### src/rtl/ec_host_pkg.sv
`timescale 1ns/1ps
package ec_host_pkg;
    localparam int DW      = 8;
    localparam int PORT_W  = 3;
    localparam logic [PORT_W-1:0] PORT_DATA = 3'd0;
    localparam logic [PORT_W-1:0] PORT_CTRL = 3'd4;
    localparam logic [DW-1:0] CMD_RD = 8'h80;
    localparam logic [DW-1:0] CMD_WR = 8'h81;

    typedef enum logic [1:0] {
        S_IDLE    = 2'd0,
        S_RD_ADDR = 2'd1,
        S_WR_ADDR = 2'd2,
        S_WR_DATA = 2'd3
    } seq_state_t;
endpackage

### src/rtl/ec_host_inlatch.sv
`timescale 1ns/1ps
module ec_host_inlatch
    import ec_host_pkg::*;
(
    input  logic              clk,
    input  logic              rst_n,
    input  logic [PORT_W-1:0] host_addr,
    input  logic              host_wr,
    input  logic [DW-1:0]     host_wdata,
    output logic              ibf,
    output logic [DW-1:0]     byte_q,
    output logic              is_cmd_q
);
    logic sel_data, sel_ctrl, accept;

    assign sel_data = (host_addr == PORT_DATA);
    assign sel_ctrl = (host_addr == PORT_CTRL);
    assign accept   = host_wr && (sel_data || sel_ctrl) && !ibf;

    always_ff @(posedge clk or negedge rst_n) begin
        if (!rst_n) begin
            ibf      <= 1'b0;
            byte_q   <= '0;
            is_cmd_q <= 1'b0;
        end else begin
            ibf <= accept;
            if (accept) begin
                byte_q   <= host_wdata;
                is_cmd_q <= sel_ctrl;
            end
        end
    end

    p_ibf_pulse_r2: assert property (@(posedge clk) disable iff (!rst_n)
        ibf |=> !ibf);
    p_drop_busy_r3: assert property (@(posedge clk) disable iff (!rst_n)
        (host_wr && ibf) |=> $stable(byte_q) && $stable(is_cmd_q));
    p_foreign_offset_r1: assert property (@(posedge clk) disable iff (!rst_n)
        (host_wr && host_addr != PORT_DATA && host_addr != PORT_CTRL) |=> !ibf);
endmodule

### src/rtl/ec_host_seq.sv
`timescale 1ns/1ps
module ec_host_seq
    import ec_host_pkg::*;
#(
    parameter int REG_AW = 8
) (
    input  logic              clk,
    input  logic              rst_n,
    input  logic              ibf,
    input  logic [DW-1:0]     byte_q,
    input  logic              is_cmd_q,
    output logic [REG_AW-1:0] reg_addr,
    output logic [DW-1:0]     reg_wdata,
    output logic              reg_we,
    output logic              load
);
    seq_state_t        st, st_nxt;
    logic [REG_AW-1:0] addr_q;
    logic              take_data;

    assign take_data = ibf && !is_cmd_q;

    // next-state decision
    always_comb begin
        st_nxt = st;
        if (ibf) begin
            if (is_cmd_q) begin
                case (byte_q)
                    CMD_RD:  st_nxt = S_RD_ADDR;
                    CMD_WR:  st_nxt = S_WR_ADDR;
                    default: st_nxt = S_IDLE;
                endcase
            end else begin
                unique case (st)
                    S_IDLE:    st_nxt = S_IDLE;
                    S_RD_ADDR: st_nxt = S_IDLE;
                    S_WR_ADDR: st_nxt = S_WR_DATA;
                    S_WR_DATA: st_nxt = S_IDLE;
                endcase
            end
        end
    end

    // state register and captured write address
    always_ff @(posedge clk or negedge rst_n) begin
        if (!rst_n) begin
            st     <= S_IDLE;
            addr_q <= '0;
        end else begin
            st <= st_nxt;
            if (take_data && st == S_WR_ADDR)
                addr_q <= byte_q[REG_AW-1:0];
        end
    end

    // outputs per state
    always_comb begin
        reg_addr  = addr_q;
        reg_wdata = byte_q;
        reg_we    = 1'b0;
        load      = 1'b0;
        unique case (st)
            S_RD_ADDR: if (take_data) begin
                reg_addr = byte_q[REG_AW-1:0];
                load     = 1'b1;
            end
            S_WR_DATA: if (take_data) reg_we = 1'b1;
            S_IDLE, S_WR_ADDR: ;
        endcase
    end

    p_we_single_r6: assert property (@(posedge clk) disable iff (!rst_n)
        reg_we |=> !reg_we);
    p_no_we_after_cmd_r8: assert property (@(posedge clk) disable iff (!rst_n)
        (ibf && is_cmd_q) |=> !reg_we);
    p_load_from_byte_r4: assert property (@(posedge clk) disable iff (!rst_n)
        load |-> (ibf && !is_cmd_q && !reg_we));
endmodule

### src/rtl/ec_host_outbuf.sv
`timescale 1ns/1ps
module ec_host_outbuf
    import ec_host_pkg::*;
(
    input  logic              clk,
    input  logic              rst_n,
    input  logic [PORT_W-1:0] host_addr,
    input  logic              host_rd,
    input  logic              ibf,
    input  logic              load,
    input  logic [DW-1:0]     load_data,
    output logic              obf,
    output logic [DW-1:0]     host_rdata
);
    logic [DW-1:0] out_q;
    logic          drain;

    assign drain = host_rd && (host_addr == PORT_DATA);

    always_ff @(posedge clk or negedge rst_n) begin
        if (!rst_n) begin
            out_q <= '0;
            obf   <= 1'b0;
        end else if (load) begin
            out_q <= load_data;
            obf   <= 1'b1;
        end else if (drain) begin
            obf <= 1'b0;
        end
    end

    always_comb begin
        host_rdata = '0;
        if (host_rd) begin
            if (host_addr == PORT_DATA)
                host_rdata = out_q;
            else if (host_addr == PORT_CTRL)
                host_rdata = {{(DW-2){1'b0}}, ibf, obf};
        end
    end

    p_load_sets_r4: assert property (@(posedge clk) disable iff (!rst_n)
        load |=> obf);
    p_drain_clears_r5: assert property (@(posedge clk) disable iff (!rst_n)
        (drain && !load) |=> !obf);
    p_load_wins_r9: assert property (@(posedge clk) disable iff (!rst_n)
        (drain && load) |=> obf);
    p_status_pad_r1: assert property (@(posedge clk) disable iff (!rst_n)
        (host_rd && host_addr == PORT_CTRL) |-> host_rdata[DW-1:2] == '0);
endmodule

### src/rtl/ec_host_port.sv
`timescale 1ns/1ps
module ec_host_port
    import ec_host_pkg::*;
#(
    parameter int REG_AW = 8
) (
    input  logic              clk,
    input  logic              rst_n,
    input  logic [2:0]        host_addr,
    input  logic              host_wr,
    input  logic              host_rd,
    input  logic [7:0]        host_wdata,
    output logic [7:0]        host_rdata,
    output logic [REG_AW-1:0] reg_addr,
    output logic [7:0]        reg_wdata,
    output logic              reg_we,
    input  logic [7:0]        reg_rdata
);
    logic          ibf, is_cmd_q, load, obf;
    logic [DW-1:0] byte_q;

    ec_host_inlatch u_inlatch (
        .clk(clk), .rst_n(rst_n), .host_addr(host_addr), .host_wr(host_wr),
        .host_wdata(host_wdata), .ibf(ibf), .byte_q(byte_q), .is_cmd_q(is_cmd_q)
    );

    ec_host_seq #(.REG_AW(REG_AW)) u_seq (
        .clk(clk), .rst_n(rst_n), .ibf(ibf), .byte_q(byte_q), .is_cmd_q(is_cmd_q),
        .reg_addr(reg_addr), .reg_wdata(reg_wdata), .reg_we(reg_we), .load(load)
    );

    ec_host_outbuf u_outbuf (
        .clk(clk), .rst_n(rst_n), .host_addr(host_addr), .host_rd(host_rd),
        .ibf(ibf), .load(load), .load_data(reg_rdata), .obf(obf),
        .host_rdata(host_rdata)
    );

    p_we_follows_host_r6: assert property (@(posedge clk) disable iff (!rst_n)
        reg_we |-> $past(host_wr));
endmodule

### config.mk
export PLATFORM = sky130hd
export DESIGN_NAME = ec_host_port
export DESIGN_NICKNAME = d
export VERILOG_FILES = /design/src/rtl/ec_host_pkg.sv /design/src/rtl/ec_host_inlatch.sv /design/src/rtl/ec_host_seq.sv /design/src/rtl/ec_host_outbuf.sv /design/src/rtl/ec_host_port.sv
export SDC_FILE = /design/constraint.sdc
export NUM_CORES = 1
export LEC_CHECK = 0
export BUFFER_PORTS_ARGS = -buffer_cell sky130_fd_sc_hd__buf_4
export CORE_ASPECT_RATIO = 1.25
export CORE_UTILIZATION = 35
export DETAILED_ROUTE_END_ITERATION = 8
export PLACE_DENSITY_LB_ADDON = 0.25
export SLEW_MARGIN = 20
export SYNTH_ARGS = -nofsm -noshare
export SYNTH_HDL_FRONTEND = slang
export SYNTH_SLANG_ARGS = --single-unit
### constraint.sdc
create_clock -name clk -period 2.38 [get_ports clk]
set_clock_uncertainty 0.15 [all_clocks]
set_input_delay 0.238 -clock clk [delete_from_list [all_inputs] [get_ports clk]]
set_output_delay 0.238 -clock clk [all_outputs]
set_load 0.1 [all_outputs]
# [Word level (Yosys, flattened, before mapping)]
# Index checks and enable logic that the tools add are counted.
[op_classes] n_eq_ne=6 muxes=13 n_reduce_logical=12
[op_table] op="8-bit 2-to-1 mux" n=4
[op_table] op="8-bit == test, second input constant" n=2
[op_table] op="2-bit case mux with 2 select lines" n=2
[op_table] op="1-bit logical AND" n=5
[op_table] op="1-bit 2-to-1 mux" n=5
[op_table] op="2-bit == test, second input constant" n=2
[op_table] op="2-bit 2-to-1 mux" n=2
[op_table] op="3-bit == test, second input constant" n=1
[op_table] op="3-bit logical NOT" n=1
[op_table] op="3-bit OR reduction" n=1
[op_table] op="2-bit by 1-bit == test with 1-bit output, second input constant" n=1
[op_table] op="1-bit logical NOT" n=2
[op_table] op="2-bit logical NOT" n=1
[op_table] op="2-bit nonzero test" n=1
[op_table] op="1-bit logical OR" n=1
[word_totals] register_bits=29 out_inout_bits=25 wordCells=38

# [Logic depth before layout (Yosys ltp)]
# Gate-level depths: netlist of run 1.
[depth] ltp_word=5 depth_mapped=4 ltp_nobuf=3

# [By module]
# Synthesis of run 1 repeated with hierarchy kept, for this count alone.
[hier_totals] cells_unflattened=102 hier_area_um2=1423.9
[by_module_without_submodules] mod="ec_host_seq" instances=1 cells_each=49 area_each_um2=599.3 seq_area_each_um2=250.2
[by_module_without_submodules] mod="ec_host_outbuf" instances=1 cells_each=32 area_each_um2=437.9 seq_area_each_um2=225.2
[by_module_without_submodules] mod="ec_host_inlatch" instances=1 cells_each=21 area_each_um2=386.6 seq_area_each_um2=250.2

# [Worst setup path after synthesis of run 1]
# Ideal clock, no wire load.
[synth_path] path_type="input-to-output" start="in host_addr[1]" end="out host_rdata[0]" t_arrival_ps=2001 setup_slack_ps=-9 path_stages=2 path_cell_list="or3b_2 -> nor2_1"
[synth_via] elab_chain_len=4 word_cells_on_any_way=5 cone_classes="eq/ne: 1; mux: 3; reduce/logical: 1"
[synth_lines] element="start: declaration" line_no="ec_host_port.sv:9" rtl="input logic [2:0] host_addr,"
[synth_lines] element="3-bit == test" line_no="ec_host_outbuf.sv:37" rtl="else if (host_addr == PORT_CTRL)"
[synth_lines] element="2-bit 2-to-1 mux" line_no="ec_host_outbuf.sv:37"
[synth_lines] element="8-bit 2-to-1 mux *" line_no="ec_host_outbuf.sv:35" rtl="if (host_addr == PORT_DATA)"
[synth_lines] element="8-bit 2-to-1 mux *" line_no="ec_host_outbuf.sv:34" rtl="if (host_rd) begin"
[synth_lines] element="end: declaration" line_no="ec_host_port.sv:13" rtl="output logic [7:0] host_rdata,"
# Every way passes the cells marked *; elsewhere a longest branch is shown, timed or not.

# [Final worst setup path of run 1]
[layout_path] start="reg u_inlatch.ibf" end="out reg_addr[0]"
[layout_via] elab_chain_len=3
[layout_lines] element="start: declaration" line_no="ec_host_inlatch.sv:10" rtl="output logic ibf,"
[layout_lines] element="start signal: assignment" line_no="ec_host_inlatch.sv:26" rtl="ibf <= accept;"
[layout_lines] element="1-bit logical AND" line_no="ec_host_seq.sv:21" rtl="assign take_data = ibf && !is_cmd_q;"
[layout_lines] element="8-bit 2-to-1 mux" line_no="ec_host_seq.sv:63" rtl="S_RD_ADDR: if (take_data) begin"
[layout_lines] element="8-bit 2-to-1 mux" line_no="ec_host_seq.sv:62" rtl="unique case (st)"
[layout_lines] element="end: declaration" line_no="ec_host_port.sv:14" rtl="output logic [REG_AW-1:0] reg_addr,"
# Every way passes these cells.

==> summary.md, run 1 <==
| Metric | Value |
|---|---|
| Avg Inst Size Synth | 14.1 um2 |
| First-pass GRT wire length | 4710 um |
| WP data required | 1.99 ns |
| Cell Area, Synth | 1320 um2 |
| Core Area | 3540 um2 |
| Pwr Density | 762 nW/um2 |
| Starting Density | 37.1% |
| Clock Power Share | 28.2% |
| Max cap viols | 0 |
| Layout cells sized above 1 | 64.4% |
| Area Growth Syn to Fin | 39.6% |
| Initial drt markers | 25 |
| R2r worst-path depth | 3 |
| Clk pin slew, worst setup/hold paths | 0.06 ns |
| Failing checks | design-rule violations |
| Cells after Synth | 93 |
| Fmax | 444 MHz |
| Final Hold Violating Endpoints | 0 |
| Period utilization | 94.7% |
| Crit Path Class | flop to output pin |
| Rows | 24 |
| Peak VDD IR | 0.000427 V |
| Total track usage | 15.5% |
| Design Power | 1.40 mW |
| Data arrival, critical path | 1.87 ns |
| Clock net sink count | 29 |
| Post-Synth Simple-Gate Area | 10.6% |
| Die ar. | 4010 um2 |
| Switching share of total power | 37.0% |
| HPWL after DPL | 1970 um |
| Warnings from Yosys | 0 |
| Final non-filler cell total | 188 |
| # H-tree levels | 2 |
| Number of CTS-inserted buffers | 5 |
| TritonCTS clock tree | built |
| Sw Pwr | 0.517 mW |
| Synth Register Bits | 29 |
| Sequential share of the synthesized area | 55.2% |
| Worst-Margin Slew | 0.354 ns |
| Synth Area in Compound Gates | 2.28% |
| XOR/XNOR share of the synthesized area | 0% |
| Wire per inst | 14.3 um |
| Placed Cells | 180 |
| Crit path capture type | output pin |
| # IOs | 48 |
| Clk root buf | clkbuf_8 |
| Startpoint types | flop |
| Final nets | 172 |
| Register share of total power | 42.4% |
| Final worst slack | 0.125 ns |
| Via count | 937 |
| Pre-CTS setup slack | 0.315 ns |
| Logic pwr share | 29.4% |
| Total grt overflow | 0 |
| Vias per cell | 4.98 |
| HP Class | input pin to flop |
| P_int | 0.881 mW |
| Largest net degree at the start of global routing | 30 |
| Detail Route Antenna Nets | 0 |
| Largest family of logic cells by synthesized area | multiplexers |
| Syn_nets | 116 |
| Static Leak | 0.911 nW |
| Netlist cell types | 21 |
| Width of the die | 56.8 um |
| Chip height | 70.5 um |
| Worst-Skew Late Latency | 0.27 ns |
| Final setup viols | 0 |
| Worst slew margin | 76.4% |
| Adder-cell share of the synthesized area | 0% |
| Final core occ | 51.8% |
| Tmin final | 2.25 ns |
| DRC Markers | 8 |
| Status | finished with violations |
| Post-CTS setup buffer count | 0 |
| Clock Tree Buf Depth | 2 |
| Antenna violations before repair | 0 |
| Number of global-route vias before repair | 981 |
| PortBufs | 47 |
| CP Max Fanout | 8 |
| Routability cong. | 0.646 |
| Pins Over Slew Limit | 0 |
| RSZ-0062 raised after global routing | no |
| Post-route setup TNS | 0 ns |
| Final WL | 2700 um |
| Detailed Routing Iterations Pass 1 | 6 |
| Post-synthesis mux area share | 29.8% |
| Antenna fix cells | 0 |
| Cell depth of the worst hold path | 2 |
-- cell families after synthesis --
group / count (synthesis)
AO/OA/AOI/OAI: 5
buffers and inverters: 5
flip-flops: 29
multiplexers: 35
AND/OR/NAND/NOR: 19
-- metal layers --
layer,track usage (%),part of all wire (%),up-vias
met3,5.48,6.7,2
met2,25.9,51,38
met5,0,0,-
li1,-,-,444
met1,18.8,42,453
met4,4.88,0.15,0
-- worst max-delay path: stages, from the launching register on --
cell and delay [ns]:
dfrtp_2 0.42, inv_2 0.07, nor4b_4 0.29, buf_4 0.22, mux2_2 0.35, buf_4 0.23
-- metrics by stage --
stage | hold slack [ns] | area, um2
final | 0.0420 | 1840
after global routing | 0.0320 | 1840
after CTS | 0.0359 | 1830
after detailed placement | 0.0303 | 1740
after global placement | 0.0274 | 1740
after floorplan | -0.208 | 1320
-- cell usage after synthesis --
library cell	count	area [um2]
a21oi_1	2	10.0
and2_1	6	37.5
and4b_1	1	10.0
buf_2	2	10.0
buf_6	1	11.3
dfrtp_1	29	726
inv_1	1	3.75
inv_2	1	3.75
mux2_2	33	372
mux2i_1	2	20.0
nand2_1	1	3.75
nand3_1	1	5.00
nand3b_1	1	7.51
nor2_1	4	15.0
nor4b_1	2	17.5
nor4b_4	1	23.8
nor4bb_1	1	10.0
o21ai_0	1	5.00
o21bai_1	1	7.51
o31ai_1	1	7.51
or3b_2	1	8.76
-- layout by cell type (no fill, tap or decap) --
| master | synthesis | final |
|---|---|---|
| buf_4 | 0 | 51 |
| mux2_2 | 33 | 33 |
| dfrtp_1 | 29 | 28 |
| and2_1 | 6 | 6 |
| clkbuf_8 | 0 | 6 |
| nor2_1 | 4 | 4 |
| mux2i_1 | 2 | 2 |
| a21oi_1 | 2 | 2 |
| or3b_2 | 1 | 1 |
| inv_2 | 1 | 1 |
| nor4b_4 | 1 | 1 |
| nor4b_2 | 0 | 1 |
| and4b_1 | 1 | 1 |
| nor4bb_2 | 0 | 1 |
| nor4b_1 | 2 | 1 |
| nand3b_1 | 1 | 1 |
| nand2_1 | 1 | 1 |
| o31ai_1 | 1 | 1 |
| inv_1 | 1 | 1 |
| o21bai_1 | 1 | 1 |
| nand3_1 | 1 | 1 |
| o21ai_0 | 1 | 1 |
| clkbuf_1 | 0 | 1 |
| dlygate4sd3_1 | 0 | 1 |
| dfrtp_2 | 0 | 1 |
-- power by group through the flow --
stage	clock, mW	combinational (mW)	sequential (mW)
after floorplan	0	0.0982	0.795
after global placement	0	0.410	0.597
after detailed placement	0	0.413	0.602
after CTS	0.405	0.415	0.594
after global routing	0.432	0.427	0.604
final	0.395	0.411	0.592
-- area by class of cell --
type,instances,area [um2]
clock buffer,7,86.3
tap,39,48.8
timing repair buffer,52,393
sequential,29,727
multi-input combinational,59,573
fill,332,1710
inverter,2,7.51
-- sequential cells by signal (all words and copies together), names as in the netlist --
name,count
u_outbuf.obf,1
u_outbuf.out_q,8
u_seq.st,2
u_inlatch.byte_q,8
u_inlatch.ibf,1
u_inlatch.is_cmd_q,1
u_seq.addr_q,8
-- what timing repair did --
item / 4_1_cts / 5_1_grt
setup endpoints to repair: 0 / 8
hold endpoints to repair: 29 / 0
gates resized for setup: 0 / 1
hold buffers: 1 / 0
-- path summary, 6_finish.rpt --
path | end | startpoint | slack (ns)
min in group asynchronous | u_outbuf.out_q[0] | rst_n | 0.27
worst min register to register | u_outbuf.out_q[4] | u_outbuf.out_q[4] | 0.35
worst min-delay path | u_outbuf.out_q[5] | reg_rdata[5] | 0.04
worst max-delay path | reg_addr[0] | u_inlatch.ibf | 0.13
worst max register to register | u_seq.addr_q[4] | u_inlatch.is_cmd_q | 0.77
max in group asynchronous | u_inlatch.ibf | rst_n | 1.52
Power figures use the tool's default switching activity.
==> inputs of run 2 (changes only) <==
--- a/config.mk
+++ b/config.mk
@@ -10,6 +10,8 @@
 export CORE_UTILIZATION = 35
 export DETAILED_ROUTE_END_ITERATION = 8
 export PLACE_DENSITY_LB_ADDON = 0.25
+export REMOVE_ABC_BUFFERS = 1
+export SKIP_LAST_GASP = 1
 export SLEW_MARGIN = 20
 export SYNTH_ARGS = -nofsm -noshare
 export SYNTH_HDL_FRONTEND = slang
==> summary.md, run 2 (synthesized netlist as in run 1, its figures left out) <==
| Metric | Value |
|---|---|
| Commonest cells after routing, fill and taps aside | buf_4 (52), mux2_2 (33), dfrtp_1 (29) |
| Largest net degree at the start of global routing | 30 |
| CP Cell Sequence | nor4b_4 > buf_4 > mux2_2 > buf_4 |
| Starting Density | 37.1% |
| HPWL after DPL | 1950 um |
| Delay-heaviest family, CP | buffers and inverters |
| Status | finished with violations |
| Fillers | 330 |
| Logic pwr share | 29.5% |
| Layout cells sized above 1 | 64.0% |
| Number of CTS-inserted buffers | 5 |
| Failing checks | design-rule violations |
| Hold-fix buffers at CTS | 1 |
| Final worst slack | 0.165 ns |
| Static Leak | 0.918 nW |
| Crit path buffers/inverters | 2 |
| Post-route setup TNS | 0 ns |
| Post-CTS setup buffer count | 0 |
| Worst-Skew Late Latency | 0.27 ns |
| # H-tree levels | 2 |
| Register share of total power | 42.1% |
| Clock Power Share | 28.4% |
| Peak VDD IR | 0.000532 V |
| Width of the die | 56.8 um |
| Total track usage | 14.2% |
| Pins Over Slew Limit | 0 |
| Number of global-route vias before repair | 961 |
| Cell Area, Placed | 1750 um2 |
| Total grt overflow | 0 |
| Data arrival, critical path | 1.83 ns |
| Final nets | 173 |
| RSZ-0062 raised after global routing | no |
| Rows | 24 |
| Detail Route Antenna Nets | 0 |
| P_int | 0.882 mW |
| PortBufs | 47 |
| Period utilization | 93.0% |
| Final core occ | 52.0% |
| Die ar. | 4010 um2 |
| CP Max Fanout | 8 |
| Vias per cell | 5.05 |
| Pwr Density | 759 nW/um2 |
| Detailed Routing Iterations Pass 1 | 6 |
| First-pass GRT wire length | 4280 um |
| Multi-input logic area | 573 um2 |
| Core Area | 3540 um2 |
| Antenna violations before repair | 0 |
| Post_cts resized | 0 |
| Switching share of total power | 36.9% |
| CP max stage cell | dfrtp_1 |
| Clk root buf | clkbuf_8 |
| Via count | 955 |
| Final Cell Area | 1840 um2 |
| TritonCTS clock tree | built |
| Sw Pwr | 0.516 mW |
| Routability cong. | 0.703 |
| Crit Path Class | flop to output pin |
| Commonest non-fill, non-tap cell in the layout | buf_4 |
| Crit-path max cell delay | 0.45 ns |
| WP data required | 1.99 ns |
| Max cap viols | 0 |
| Worst-Margin Slew | 0.549 ns |
| Top flop regs | u_inlatch.byte_q (8), u_outbuf.out_q (8), u_seq.addr_q (8) |
| Area Growth Syn to Fin | 40.1% |
| Startpoint types | flop |
| Design Power | 1.40 mW |
| Most used cell, CP | buf_4 |
| Crit path capture type | output pin |
| Final setup viols | 0 |
| Clock Tree Buf Depth | 2 |
| Chip height | 70.5 um |
| Register area | 726 um2 |
| Final Hold Violating Endpoints | 0 |
| Final WL | 2620 um |
| HP Class | input pin to flop |
| DRC Markers | 8 |
| Worst slew margin | 62.9% |
| Initial drt markers | 19 |
| Tmin final | 2.21 ns |
| Pre-CTS setup slack | 0.377 ns |
| Clk pin slew, worst setup/hold paths | 0.06 ns |
| # IOs | 48 |
| Fmax | 452 MHz |
| Wire per inst | 13.9 um |
| Clock net sink count | 29 |
| Antenna fix cells | 0 |
run 2: cell count changes in the layout (fill, tap and decap cells not counted), sizes merged:
cell and change:
buf +1
run 2: path summary, 6_finish.rpt:
kind                                    start  slack [ns]             endpoint  depth (start not counted)
setup / recovery           u_inlatch.is_cmd_q        0.17          reg_addr[7]                          4
setup reg to reg           u_inlatch.is_cmd_q        0.49      u_seq.addr_q[6]                          3
hold reg to reg             u_outbuf.out_q[6]        0.35    u_outbuf.out_q[6]                          1
max in group asynchronous               rst_n        1.54      u_seq.addr_q[1]                          2
hold / removal                  host_wdata[4]        0.04  u_inlatch.byte_q[4]                          2
min in group asynchronous               rst_n        0.28  u_inlatch.byte_q[4]                          2
run 2: layer usage:
metal,track usage [%],vias to the layer above,wire (um)
li1,-,449,-
met1,16.9,459,1120
met2,24.1,43,1260
met3,4.75,4,208
met4,4.88,0,29
met5,0,-,0
run 2: layout make-up:
class | instances | area share (%)
well taps | 39 | 2.65
repair buffers | 53 | 21.7
clock buffers | 7 | 4.69
flip-flops and latches | 29 | 39.4
multi-input cells | 59 | 31.1
inverters | 2 | 0.408
run 2: power groups by stage:
stage | clock network, mW | logic [mW] | registers (mW)
6_report | 0.397 | 0.413 | 0.588
5_1_grt | 0.426 | 0.430 | 0.598
4_1_cts | 0.413 | 0.418 | 0.589
3_5_place_dp | 0 | 0.416 | 0.598
3_3_place_gp | 0 | 0.410 | 0.595
2_1_floorplan | 0 | 0.0976 | 0.795
run 2: through the flow:
| step | cells | hold slack [ns] |
|---|---|---|
| global placement | 181 | 0.0300 |
| CTS | 189 | 0.0323 |
| detailed placement | 181 | 0.0365 |
| floorplan | 90 | -0.208 |
| finish | 189 | 0.0418 |
| global route | 189 | 0.0410 |
==> inputs of run 3 (changes only) <==
--- a/config.mk
+++ b/config.mk
@@ -11,6 +11,7 @@
 export DETAILED_ROUTE_END_ITERATION = 8
 export PLACE_DENSITY_LB_ADDON = 0.25
 export REMOVE_ABC_BUFFERS = 1
+export SETUP_SLACK_MARGIN = 0.3
 export SKIP_LAST_GASP = 1
 export SLEW_MARGIN = 20
 export SYNTH_ARGS = -nofsm -noshare
==> summary.md, run 3 (synthesized netlist as in run 1, its figures left out) <==
| Metric | Value |
|---|---|
| Final core occ | 56.7% |
| Static Leak | 0.967 nW |
| Failing checks | design-rule violations |
| Top flop regs | u_inlatch.byte_q (8), u_outbuf.out_q (8), u_seq.addr_q (8) |
| Detail Route Antenna Nets | 0 |
| Design Power | 1.42 mW |
| Pwr Density | 709 nW/um2 |
| Met2 Wirelength | 1340 um |
| Max cap viols | 0 |
| Clk root buf | clkbuf_8 |
| # H-tree levels | 2 |
| Worst-Skew Late Latency | 0.27 ns |
| Antenna fix cells | 0 |
| HPWL after DPL | 1950 um |
| Met1 WL | 1170 um |
| Crit path capture type | output pin |
| Total grt overflow | 0 |
| Rows | 24 |
| Worst-Margin Slew | 0.481 ns |
| # IOs | 48 |
| CP Cell Sequence | inv_2 > nor4b_4 > buf_6 > mux2_4 > buf_12 |
| Detailed Routing Iterations Pass 1 | 6 |
| Fmax | 478 MHz |
| Pins Over Slew Limit | 0 |
| Cell Area, Placed | 1750 um2 |
| Clk pin slew, worst setup/hold paths | 0.06 ns |
| First-pass GRT wire length | 4530 um |
| Commonest cells after routing, fill and taps aside | buf_4 (47), dfrtp_1 (28), mux2_2 (25) |
| Crit-path max cell delay | 0.35 ns |
| Worst slew margin | 67.5% |
| Final nets | 177 |
| Chip height | 70.5 um |
| Clock Tree Buf Depth | 2 |
| DRC Markers | 8 |
| Routability cong. | 0.703 |
| Status | finished with violations |
| Vias per cell | 5.07 |
| Final setup viols | 0 |
| WHS | 0.0408 ns |
| Max Used Layer | met4 |
| Peak VDD IR | 0.000532 V |
| RSZ-0062 raised after global routing | yes |
| Die ar. | 4010 um2 |
| Clock net sink count | 29 |
| Width of the die | 56.8 um |
| CP max stage cell | dfrtp_1 |
| CP Max Fanout | 8 |
| Crit Path Class | flop to output pin |
| Starting Density | 37.1% |
| Period utilization | 87.9% |
| Layout cells sized above 1 | 66.2% |
| Area Growth Syn to Fin | 52.8% |
| Wire length on met3 | 228 um |
| Final Hold Violating Endpoints | 0 |
| Commonest non-fill, non-tap cell in the layout | buf_4 |
| Startpoint types | flop |
| Antenna violations before repair | 0 |
| PortBufs | 47 |
| Data arrival, critical path | 1.70 ns |
| Total track usage | 15.0% |
| HP Class | input pin to flop |
| Via count | 978 |
| Number of global-route vias before repair | 985 |
| Final Cell Area | 2010 um2 |
| Core Area | 3540 um2 |
| Wire per inst | 14.3 um |
| Largest net degree at the start of global routing | 30 |
| TritonCTS clock tree | built |
| Tmin final | 2.09 ns |
| Initial drt markers | 34 |
| Final WL | 2770 um |
| WP data required | 1.99 ns |
| Number of CTS-inserted buffers | 5 |
## run 3: changes by cell type in the layout (fill, tap and decap cells not counted), sizes merged
cell and change:
buf +4
## run 3: cell type report
| cell class | count | area, um2 |
|---|---|---|
| fill | 304 | 1530 |
| sequential | 29 | 727 |
| multi-input combinational | 59 | 606 |
| timing repair buffer | 57 | 534 |
| clock buffer | 7 | 86.3 |
| tap | 39 | 48.8 |
| inverter | 2 | 7.51 |
## run 3: repair_timing
action / in CTS / in global routing
setup endpoints to repair: 8 / 13
pin swaps: 1 / 1
hold buffers: 1 / 0
resized for setup: 34 / 1
endpoints found under the hold margin: 29 / 0
buffers inserted: 2 / 2
## run 3: critical path: cells and delay by family (launching register included)
kind          cells  cell delay (ns)
buf+inv           3             0.44
mux               1             0.33
simple gates      1             0.30
flops             1             0.35
## run 3: final timing paths
path | startpoint | to | slack (ns) | cells past startpoint
worst min-delay path | host_wdata[4] | u_inlatch.byte_q[4] | 0.04 | 2
max in group asynchronous | rst_n | u_inlatch.is_cmd_q | 1.51 | 2
worst max register to register | u_inlatch.is_cmd_q | u_seq.addr_q[6] | 0.46 | 4
worst max-delay path | u_inlatch.ibf | reg_addr[1] | 0.29 | 5
worst min register to register | u_outbuf.out_q[6] | u_outbuf.out_q[6] | 0.35 | 1
min in group asynchronous | rst_n | u_inlatch.byte_q[5] | 0.28 | 2
## run 3: metrics by stage
step / setup WS [ns] / setup TNS, ns / cells
5_1_grt: 0.205 / 0 / 193
3_5_place_dp: 0.377 / 0 / 181
2_1_floorplan: -0.00931 / -0.0186 / 90
4_1_cts: 0.265 / 0 / 191
3_3_place_gp: 0.435 / 0 / 181
6_report: 0.288 / 0 / 193
## run 3: report_power, final
group          switching (mW)  internal (mW)
combinational           0.307          0.132
clock                   0.169          0.229
sequential             0.0475          0.540
## run 3: layer usage
metal	track usage, %	up-vias
met1	19.0	475
met2	24.3	43
li1	-	456
met5	0	-
met3	5.12	4
met4	4.88	0
